**config.mk**
```make
export PLATFORM = sky130hd
export DESIGN_NAME = rob_precise
export DESIGN_NICKNAME = d
export VERILOG_FILES = /design/src/rtl/rob_pkg.sv /design/src/rtl/rob_ptr_ctrl.sv /design/src/rtl/rob_entry_array.sv /design/src/rtl/rob_precise.sv
export SDC_FILE = /design/constraint.sdc
export NUM_CORES = 1
export LEC_CHECK = 0
export ABC_AREA = 1
export ABC_CLOCK_PERIOD_IN_PS = 9490
export BUFFER_PORTS_ARGS = -buffer_cell sky130_fd_sc_hd__buf_2
export CORE_ASPECT_RATIO = 1.75
export CORE_MARGIN = 3
export CORE_UTILIZATION = 30
export CTS_BUF_LIST = sky130_fd_sc_hd__clkbuf_2
export DETAILED_ROUTE_END_ITERATION = 16
export GPL_ROUTABILITY_DRIVEN = 0
export PLACE_DENSITY = 0.5
export SYNTH_ARGS = -nofsm -noshare
export SYNTH_HDL_FRONTEND = slang
export SYNTH_SLANG_ARGS = --single-unit
export TNS_END_PERCENT = 20
```
**constraint.sdc**
```tcl
create_clock -name clk -period 9.49 [get_ports clk]
set_input_delay 2.847 -clock clk [delete_from_list [all_inputs] [get_ports clk]]
set_output_delay 2.847 -clock clk [all_outputs]
set_load 0.005 [all_outputs]
```
**src/rtl/rob_pkg.sv**
```systemverilog
package rob_pkg;
  typedef enum logic [1:0] {
    HS_EMPTY  = 2'd0,
    HS_BUSY   = 2'd1,
    HS_RETIRE = 2'd2,
    HS_FAULT  = 2'd3
  } head_state_e;
endpackage

```
**src/rtl/rob_ptr_ctrl.sv**
```systemverilog
module rob_ptr_ctrl #(
  parameter int DEPTH = 8
) (
  input  logic                     clk,
  input  logic                     rst_n,
  input  logic                     push,
  input  logic                     pop,
  input  logic                     flush,
  output logic [$clog2(DEPTH)-1:0] head_idx,
  output logic [$clog2(DEPTH)-1:0] tail_idx,
  output logic                     full,
  output logic                     empty
);
  localparam int IW = $clog2(DEPTH);
  localparam int PW = IW + 1;

  logic [PW-1:0] head_q, tail_q, occ;

  assign occ      = tail_q - head_q;
  assign head_idx = head_q[IW-1:0];
  assign tail_idx = tail_q[IW-1:0];
  assign full     = (occ == PW'(DEPTH));
  assign empty    = (occ == '0);

  always_ff @(posedge clk or negedge rst_n) begin
    if (!rst_n) begin
      head_q <= '0;
      tail_q <= '0;
    end else if (flush) begin
      tail_q <= head_q;
    end else begin
      if (push) tail_q <= tail_q + 1'b1;
      if (pop)  head_q <= head_q + 1'b1;
    end
  end

  assert_occ_bound_R2: assert property (@(posedge clk) disable iff (!rst_n)
    occ <= PW'(DEPTH));
  assert_push_grows_R2: assert property (@(posedge clk) disable iff (!rst_n)
    (push && !pop && !flush) |=> occ == $past(occ) + 1'b1);
  assert_flush_empties_R8: assert property (@(posedge clk) disable iff (!rst_n)
    flush |=> empty);
endmodule

```
**src/rtl/rob_entry_array.sv**
```systemverilog
module rob_entry_array #(
  parameter int DEPTH  = 8,
  parameter int DATA_W = 32,
  parameter int REG_W  = 5,
  parameter int PC_W   = 32
) (
  input  logic                     clk,
  input  logic                     rst_n,
  input  logic                     flush,
  input  logic                     alloc_en,
  input  logic [$clog2(DEPTH)-1:0] alloc_idx,
  input  logic [REG_W-1:0]         alloc_dest,
  input  logic [PC_W-1:0]          alloc_pc,
  input  logic                     wb_en,
  input  logic [$clog2(DEPTH)-1:0] wb_idx,
  input  logic [DATA_W-1:0]        wb_data,
  input  logic                     wb_exc,
  input  logic                     pop_en,
  input  logic [$clog2(DEPTH)-1:0] head_idx,
  input  logic [$clog2(DEPTH)-1:0] rd_idx,
  output logic                     rd_ok,
  output logic [DATA_W-1:0]        rd_data,
  output logic                     head_valid,
  output logic                     head_done,
  output logic                     head_exc,
  output logic [REG_W-1:0]         head_dest,
  output logic [DATA_W-1:0]        head_data,
  output logic [PC_W-1:0]          head_pc
);
  localparam int IW = $clog2(DEPTH);

  logic              valid_q [DEPTH];
  logic              done_q  [DEPTH];
  logic              exc_q   [DEPTH];
  logic [DATA_W-1:0] data_q  [DEPTH];
  logic [REG_W-1:0]  dest_q  [DEPTH];
  logic [PC_W-1:0]   pc_q    [DEPTH];

  for (genvar i = 0; i < DEPTH; i++) begin : g_slot
    logic take, fill, drop;
    assign take = alloc_en && (alloc_idx == IW'(i));
    assign fill = wb_en && (wb_idx == IW'(i)) && valid_q[i] && !done_q[i];
    assign drop = pop_en && (head_idx == IW'(i));

    always_ff @(posedge clk or negedge rst_n) begin
      if (!rst_n) begin
        valid_q[i] <= 1'b0;
        done_q[i]  <= 1'b0;
        exc_q[i]   <= 1'b0;
        data_q[i]  <= '0;
        dest_q[i]  <= '0;
        pc_q[i]    <= '0;
      end else if (flush) begin
        valid_q[i] <= 1'b0;
      end else begin
        if (drop) valid_q[i] <= 1'b0;
        if (take) begin
          valid_q[i] <= 1'b1;
          done_q[i]  <= 1'b0;
          exc_q[i]   <= 1'b0;
          dest_q[i]  <= alloc_dest;
          pc_q[i]    <= alloc_pc;
        end
        if (fill) begin
          done_q[i] <= 1'b1;
          exc_q[i]  <= wb_exc;
          data_q[i] <= wb_data;
        end
      end
    end

    assert_stray_wb_ignored_R4: assert property (@(posedge clk) disable iff (!rst_n)
      (wb_en && wb_idx == IW'(i) && (!valid_q[i] || done_q[i])) |=> $stable(data_q[i]));
  end

  assign rd_ok      = valid_q[rd_idx] && done_q[rd_idx];
  assign rd_data    = data_q[rd_idx];
  assign head_valid = valid_q[head_idx];
  assign head_done  = done_q[head_idx];
  assign head_exc   = exc_q[head_idx];
  assign head_dest  = dest_q[head_idx];
  assign head_data  = data_q[head_idx];
  assign head_pc    = pc_q[head_idx];
endmodule

```
**src/rtl/rob_precise.sv**
```systemverilog
module rob_precise
  import rob_pkg::*;
#(
  parameter int DEPTH  = 8,
  parameter int DATA_W = 32,
  parameter int REG_W  = 5,
  parameter int PC_W   = 32,
  localparam int TAG_W = $clog2(DEPTH)
) (
  input  logic              clk,
  input  logic              rst_n,
  input  logic              alloc_valid,
  output logic              alloc_ready,
  input  logic [REG_W-1:0]  alloc_dest,
  input  logic [PC_W-1:0]   alloc_pc,
  output logic [TAG_W-1:0]  alloc_tag,
  input  logic              wb_valid,
  input  logic [TAG_W-1:0]  wb_tag,
  input  logic [DATA_W-1:0] wb_data,
  input  logic              wb_exc,
  input  logic [TAG_W-1:0]  rd_tag,
  output logic              rd_valid,
  output logic [DATA_W-1:0] rd_data,
  output logic              commit_valid,
  input  logic              commit_ready,
  output logic [REG_W-1:0]  commit_dest,
  output logic [DATA_W-1:0] commit_data,
  input  logic [PC_W-1:0]   handler_pc,
  output logic              redirect_valid,
  output logic [PC_W-1:0]   redirect_pc,
  output logic [PC_W-1:0]   fault_pc,
  output logic              full
);
  logic [TAG_W-1:0] head_idx, tail_idx;
  logic             empty, push, pop, flush;
  logic             h_valid, h_done, h_exc;
  logic [PC_W-1:0]  h_pc;
  logic [PC_W-1:0]  fault_pc_q;
  head_state_e      hstate;

  always_comb begin
    if (!h_valid)    hstate = HS_EMPTY;
    else if (!h_done) hstate = HS_BUSY;
    else if (h_exc)   hstate = HS_FAULT;
    else              hstate = HS_RETIRE;
  end

  assign flush          = (hstate == HS_FAULT);
  assign commit_valid   = (hstate == HS_RETIRE);
  assign pop            = commit_valid && commit_ready;
  assign alloc_ready    = !full && !flush;
  assign push           = alloc_valid && alloc_ready;
  assign alloc_tag      = tail_idx;
  assign redirect_valid = flush;
  assign redirect_pc    = handler_pc;
  assign fault_pc       = fault_pc_q;

  always_ff @(posedge clk or negedge rst_n) begin
    if (!rst_n)     fault_pc_q <= '0;
    else if (flush) fault_pc_q <= h_pc;
  end

  rob_ptr_ctrl #(.DEPTH(DEPTH)) u_ptr (
    .clk(clk), .rst_n(rst_n), .push(push), .pop(pop), .flush(flush),
    .head_idx(head_idx), .tail_idx(tail_idx), .full(full), .empty(empty)
  );

  rob_entry_array #(.DEPTH(DEPTH), .DATA_W(DATA_W), .REG_W(REG_W), .PC_W(PC_W)) u_slots (
    .clk(clk), .rst_n(rst_n), .flush(flush),
    .alloc_en(push), .alloc_idx(tail_idx), .alloc_dest(alloc_dest), .alloc_pc(alloc_pc),
    .wb_en(wb_valid), .wb_idx(wb_tag), .wb_data(wb_data), .wb_exc(wb_exc),
    .pop_en(pop), .head_idx(head_idx), .rd_idx(rd_tag),
    .rd_ok(rd_valid), .rd_data(rd_data),
    .head_valid(h_valid), .head_done(h_done), .head_exc(h_exc),
    .head_dest(commit_dest), .head_data(commit_data), .head_pc(h_pc)
  );

  assert_tag_sequence_R1: assert property (@(posedge clk) disable iff (!rst_n)
    (alloc_valid && alloc_ready) |=> alloc_tag == TAG_W'($past(alloc_tag) + 1'b1));
  assert_commit_hold_R6: assert property (@(posedge clk) disable iff (!rst_n)
    (commit_valid && !commit_ready) |=>
      commit_valid && $stable(commit_dest) && $stable(commit_data));
  assert_flush_drains_R8: assert property (@(posedge clk) disable iff (!rst_n)
    redirect_valid |=> !commit_valid && !redirect_valid && empty);
  assert_empty_no_retire_R5: assert property (@(posedge clk) disable iff (!rst_n)
    empty |-> !commit_valid && !redirect_valid);
endmodule

```
# Word level (Yosys, flattened, before mapping)
# Cells that the tools add are included.
# classes
muxes,80
n_bitwise,3
eq_ne,24
n_reduce_logical,99
addsub,3
magnitude_cmp,2
# op_table
cell,n
$bmux 32 s3,3
$mux 32,6
$mux 1,59
$reduce_and 2->1,25
$logic_and 1x1->1,44
$eq 3x3->1 const B,12
$reduce_bool 3->1,8
$eq 3x2->1 const B,6
$reduce_bool 2->1,9
$bmux 1 s3,5
$bmux 5 s3,1
$logic_not 1->1,10
$mux 5,2
$eq 3x1->1 const B,3
$logic_not 3->1,3
$add 4x1->4 const B,2
$ge 4x4->1 const B,2
$mux 4,2
$not 3->4,2
$eq 2x2->1 const B,2
$eq 4x4->1 const B,1
$mux 2,2
$sub 4x4->4,1
$not 1->1,1
# word_totals
in_bits,113
wordCells,262
output_inout_bits,141
register_bits,616

# Longest topological paths before layout
# depth
word_depth,14
depth_mapped,15
mapped_depth_nobuf,12

# Cells and area by module
# A second synthesis with hierarchy kept.
# hier_totals
hier_cells,3996
hier_area_um2,30115.1
# by_module_without_submodules
mod,n_inst,cells_per_inst,area_per_inst_um2,seq_area_each_um2
rob_entry_array,1,3733,27895.5,14413.8
rob_precise,1,185,1630.3,800.8
rob_ptr_ctrl,1,78,589.3,200.2

# Worst setup path before layout
# OpenSTA, ideal clock, no wires.
# synth_timing
path_type,input -> output
start,input port rd_tag[0]
end,output port rd_data[10]
arrival_ps,3970
path_buffers,3
setup_slack_ps,2673
cell_stages,5
t_required_ps,6643
cell_sequence,clkbuf_1 -> clkbuf_1 -> clkbuf_1 -> o211ai_1 -> a31oi_1
# synth_via
elab_chain_cells,4
# synth_lines
item,line_no,text
"start, declared",rob_precise.sv:21,"input logic [TAG_W-1:0] rd_tag,"
$not 3->4 (not written as such),rob_entry_array.sv:77,assign rd_data = data_q[rd_idx];
$bmux 32 s3,rob_entry_array.sv:77,
$mux 32 (not written as such) (2 in a row),rob_entry_array.sv:77,
"end, declared",rob_precise.sv:23,"output logic [DATA_W-1:0] rd_data,"
# Every way passes these cells. The select of a mux whose other input is x is not followed.

# Final worst setup path
# layout_timing
start,input port rd_tag[1]
end,output port rd_data[31]
# The elaborated chain is that of the path after synthesis.

==> impl_results.md <==
* Asr flop ratio synth at 100%
* Slew HR at 27.4%
* Final WL at 115000 um
* Post-Synth XOR/XNOR Area at 0.0842%
* Static Leak at 16.5 nW
* Crit path top cell by count: buf_4
* Hold Buf Count CTS at 0
* Drt first pass iters at 6
* Synth-to-Final Area Change at 8.49%
* CP required at 6.64 ns
* Mux share of post-synthesis cell area at 0%
* Slowest-stage cell, CP: clkinv_1
* Post-synth EDFFs at 0
* Cts repair resizes at 0
* Result of the run: complete, no violations
* Cells after Synth at 3988
* Antenna-violating nets left at 0
* Io pins at 254
* Clock Sinks at 616
* Crit path max fanout at 35
* CP endpoint kind: output port
* Ys Warns at 0
* Setup violators final at 0
* Synth Area in Simple Gates at 23.7%
* Hold Worst Slack at 0.483 ns
* Compound-gate portion of the synthesized area at 17.9%
* Initial antenna violation count at 15
* Clock Latency Late Sink at 1.52 ns
* Max-cap viol count at 0
* Clock Path Buffers at 3
* Area share of fa/ha/maj cells after synthesis at 0.601%
* Initial Util at 30.4%
* CTS tree: built
* Min Tclk post-route at 8.05 ns
* Core box area at 103000 um2
* Synth top area cells: dfrtp_1 49%, nand2_1 15%, o21ai_0 9.7%
* Share of cells above drive strength 1 at 12.8%
* Worst R2R Setup Slack at 4.15 ns
* CTS buffer count at 156
* Total grt overflow at 0
* Crit path launch type: primary input
* Via count at 28800
* H-tree levels at 4
* Root Buffer: clkbuf_2
* Slew Limit Fails at 0
* DRC Markers at 0
* Nets@finish at 4101
* Die Y at 433 um
* Hold Vio Cnt, Final at 0
* Clock Skew at 0.105 ns
* CP cell instances: buf_4 -> clkinv_1 -> buf_4 -> nor2_1 -> o21ai_0 -> a31oi_1 -> buf_2
* Yosys top cell by area: dfrtp_1
* TNS Setup at 0 ns
* Crit path largest cell delay at 0.78 ns
* Clk slew on worst S/H paths at 0.09 ns
* Netlist cell types at 40
* Largest net degree at the start of global routing at 186
* Largest family of logic cells by synthesized area: simple AND/OR/NAND/NOR gates
* Worst-margin pin slew at 1.09 ns
* Most frequent cell after synthesis: nand2_1
* Power per standard cell area at 345 nW/um2
* WL/cell at 21.2 um
* Global-route usage over all layers at 21.0%
* Post-DP HPWL at 63200 um
* Final Cycle Share at 84.8%
* Avg Cell Area, Syn at 7.83 um2
* Row cnt at 155
* Port bufs at 189
* Top post-synthesis cells by count: 1236 x nand2_1, 616 x dfrtp_1, 605 x o21ai_0
* DRT iter0 DRCs at 2528
* DP Area at 32500 um2
* Register bit count reported by yosys at 616
* Buffer count from post-CTS setup fixing at 0
* Design Power at 11.7 mW
* Arrival time worst endpoint at 5.20 ns
* Yosys top cell area share at 49.4%
* Die W at 250 um
* Vias per inst at 5.32
* Top_reg_cell synth: dfrtp_1
* Vias in the first global route at 28800
* Worst hold-check path type: flop to flop
* Syn nets at 4116
* Sequential share of the synthesized area at 49.4%
* Die area at 108000 um2
* Kind of critical path: primary input to output port
* RSZ-0062 raised after global routing: false
* Mapped Area at 31200 um2
* Fmax at 0.124 GHz
* Global-route wire length before repair at 176000 um
* Peak VDD IR at 0.000851 V
* Final instance area at 33900 um2
[registers in the layout (all words and copies together) (netlist names)]
name	flops
u_ptr.tail_q	4
u_slots.done_q	8
u_slots.exc_q	8
u_slots.pc_q	256
fault_pc	32
u_slots.data_q	256
u_slots.dest_q	40
u_slots.valid_q	8
u_ptr.head_q	4
[report_power, final]
group,switching (mW),internal (mW)
Combinational,3.64,1.65
Sequential,0.750,3.77
Clock,1.15,0.727
[metrics by stage]
| stage | util, % | cells | setup WS (ns) |
|---|---|---|---|
| floorplan | - | 3988 | 2.67 |
| global placement | 31.7 | 5149 | 1.33 |
| detailed placement | 31.7 | 5149 | 1.37 |
| CTS | 33.0 | 5395 | 1.23 |
| global route | 33.0 | 5404 | 1.10 |
| finish | 33.0 | 5410 | 1.44 |
[per-layer routing]
layer / GRT usage (%) / wire [um] / part of all wire [%] / vias to the layer above
li1: - / - / - / 13500
met1: 24.7 / 45900 / 40 / 14000
met2: 36.7 / 57700 / 50 / 986
met3: 4.47 / 7060 / 6.2 / 247
met4: 9.01 / 4030 / 3.5 / 6
met5: 0 / 31 / 0.027 / -
[placed cells by master, fill, tap and decap left out, types with 2 or more instances in the layout]
master	instances
buf_4	55
a21oi_1	206
o211ai_1	62
nand2_2	11
nor4_1	6
nor2_1	112
a221oi_1	4
o21ai_1	4
clkinvlp_4	2
nor3_1	3
o21ai_0	605
dfrtp_4	2
inv_2	6
inv_4	2
nand2_1	1227
buf_2	185
dfrtp_1	613
bufinv_16	4
a22oi_1	2
clkinv_1	10
diode_2	15
ha_2	2
o221ai_1	32
nor2_4	4
a31oi_1	67
nand4_1	302
buf_8	2
clkbuf_2	224
nand4_2	2
nand3_1	61
inv_1	167
ha_1	13
o22ai_1	36
xor2_1	2
or2_2	2
buf_12	6
a21boi_0	4
clkinv_2	3
[final cells by class]
class | count | area (um2)
multi-input cells | 2777 | 13300
repair buffers | 248 | 1490
inverters | 174 | 664
flip-flops and latches | 616 | 15400
fillers | 11100 | 68700
diodes | 15 | 37.5
clock inverters | 22 | 203
well taps | 1334 | 1670
clock buffers | 224 | 1120
[logic make-up after synthesis]
family | count (synthesis)
AOI/OAI and AO/OA | 1027
adders and majority gates | 15
and+or+nand+nor | 1732
DFF | 616
xor gates and xnor gates | 3
buffers and inverters | 595
[worst max-delay path: cells and delay by family]
family | cells | cell delay, ns
compound gates | 2 | 0.30
buf+inv | 4 | 1.87
simple gates | 1 | 0.14
[worst paths after layout]
path                                        to  cells after the start         startpoint
hold / removal               u_slots.dest_q[8]                      2  u_slots.dest_q[8]
min in group asynchronous  u_slots.data_q[136]                      1              rst_n
setup reg to reg             u_slots.pc_q[120]                     12    u_ptr.head_q[0]
hold reg to reg              u_slots.dest_q[8]                      2  u_slots.dest_q[8]
setup / recovery                   rd_data[31]                      7          rd_tag[1]
max in group asynchronous     u_slots.pc_q[72]                      2              rst_n
No activity file was read; power rests on OpenSTA's default activity.
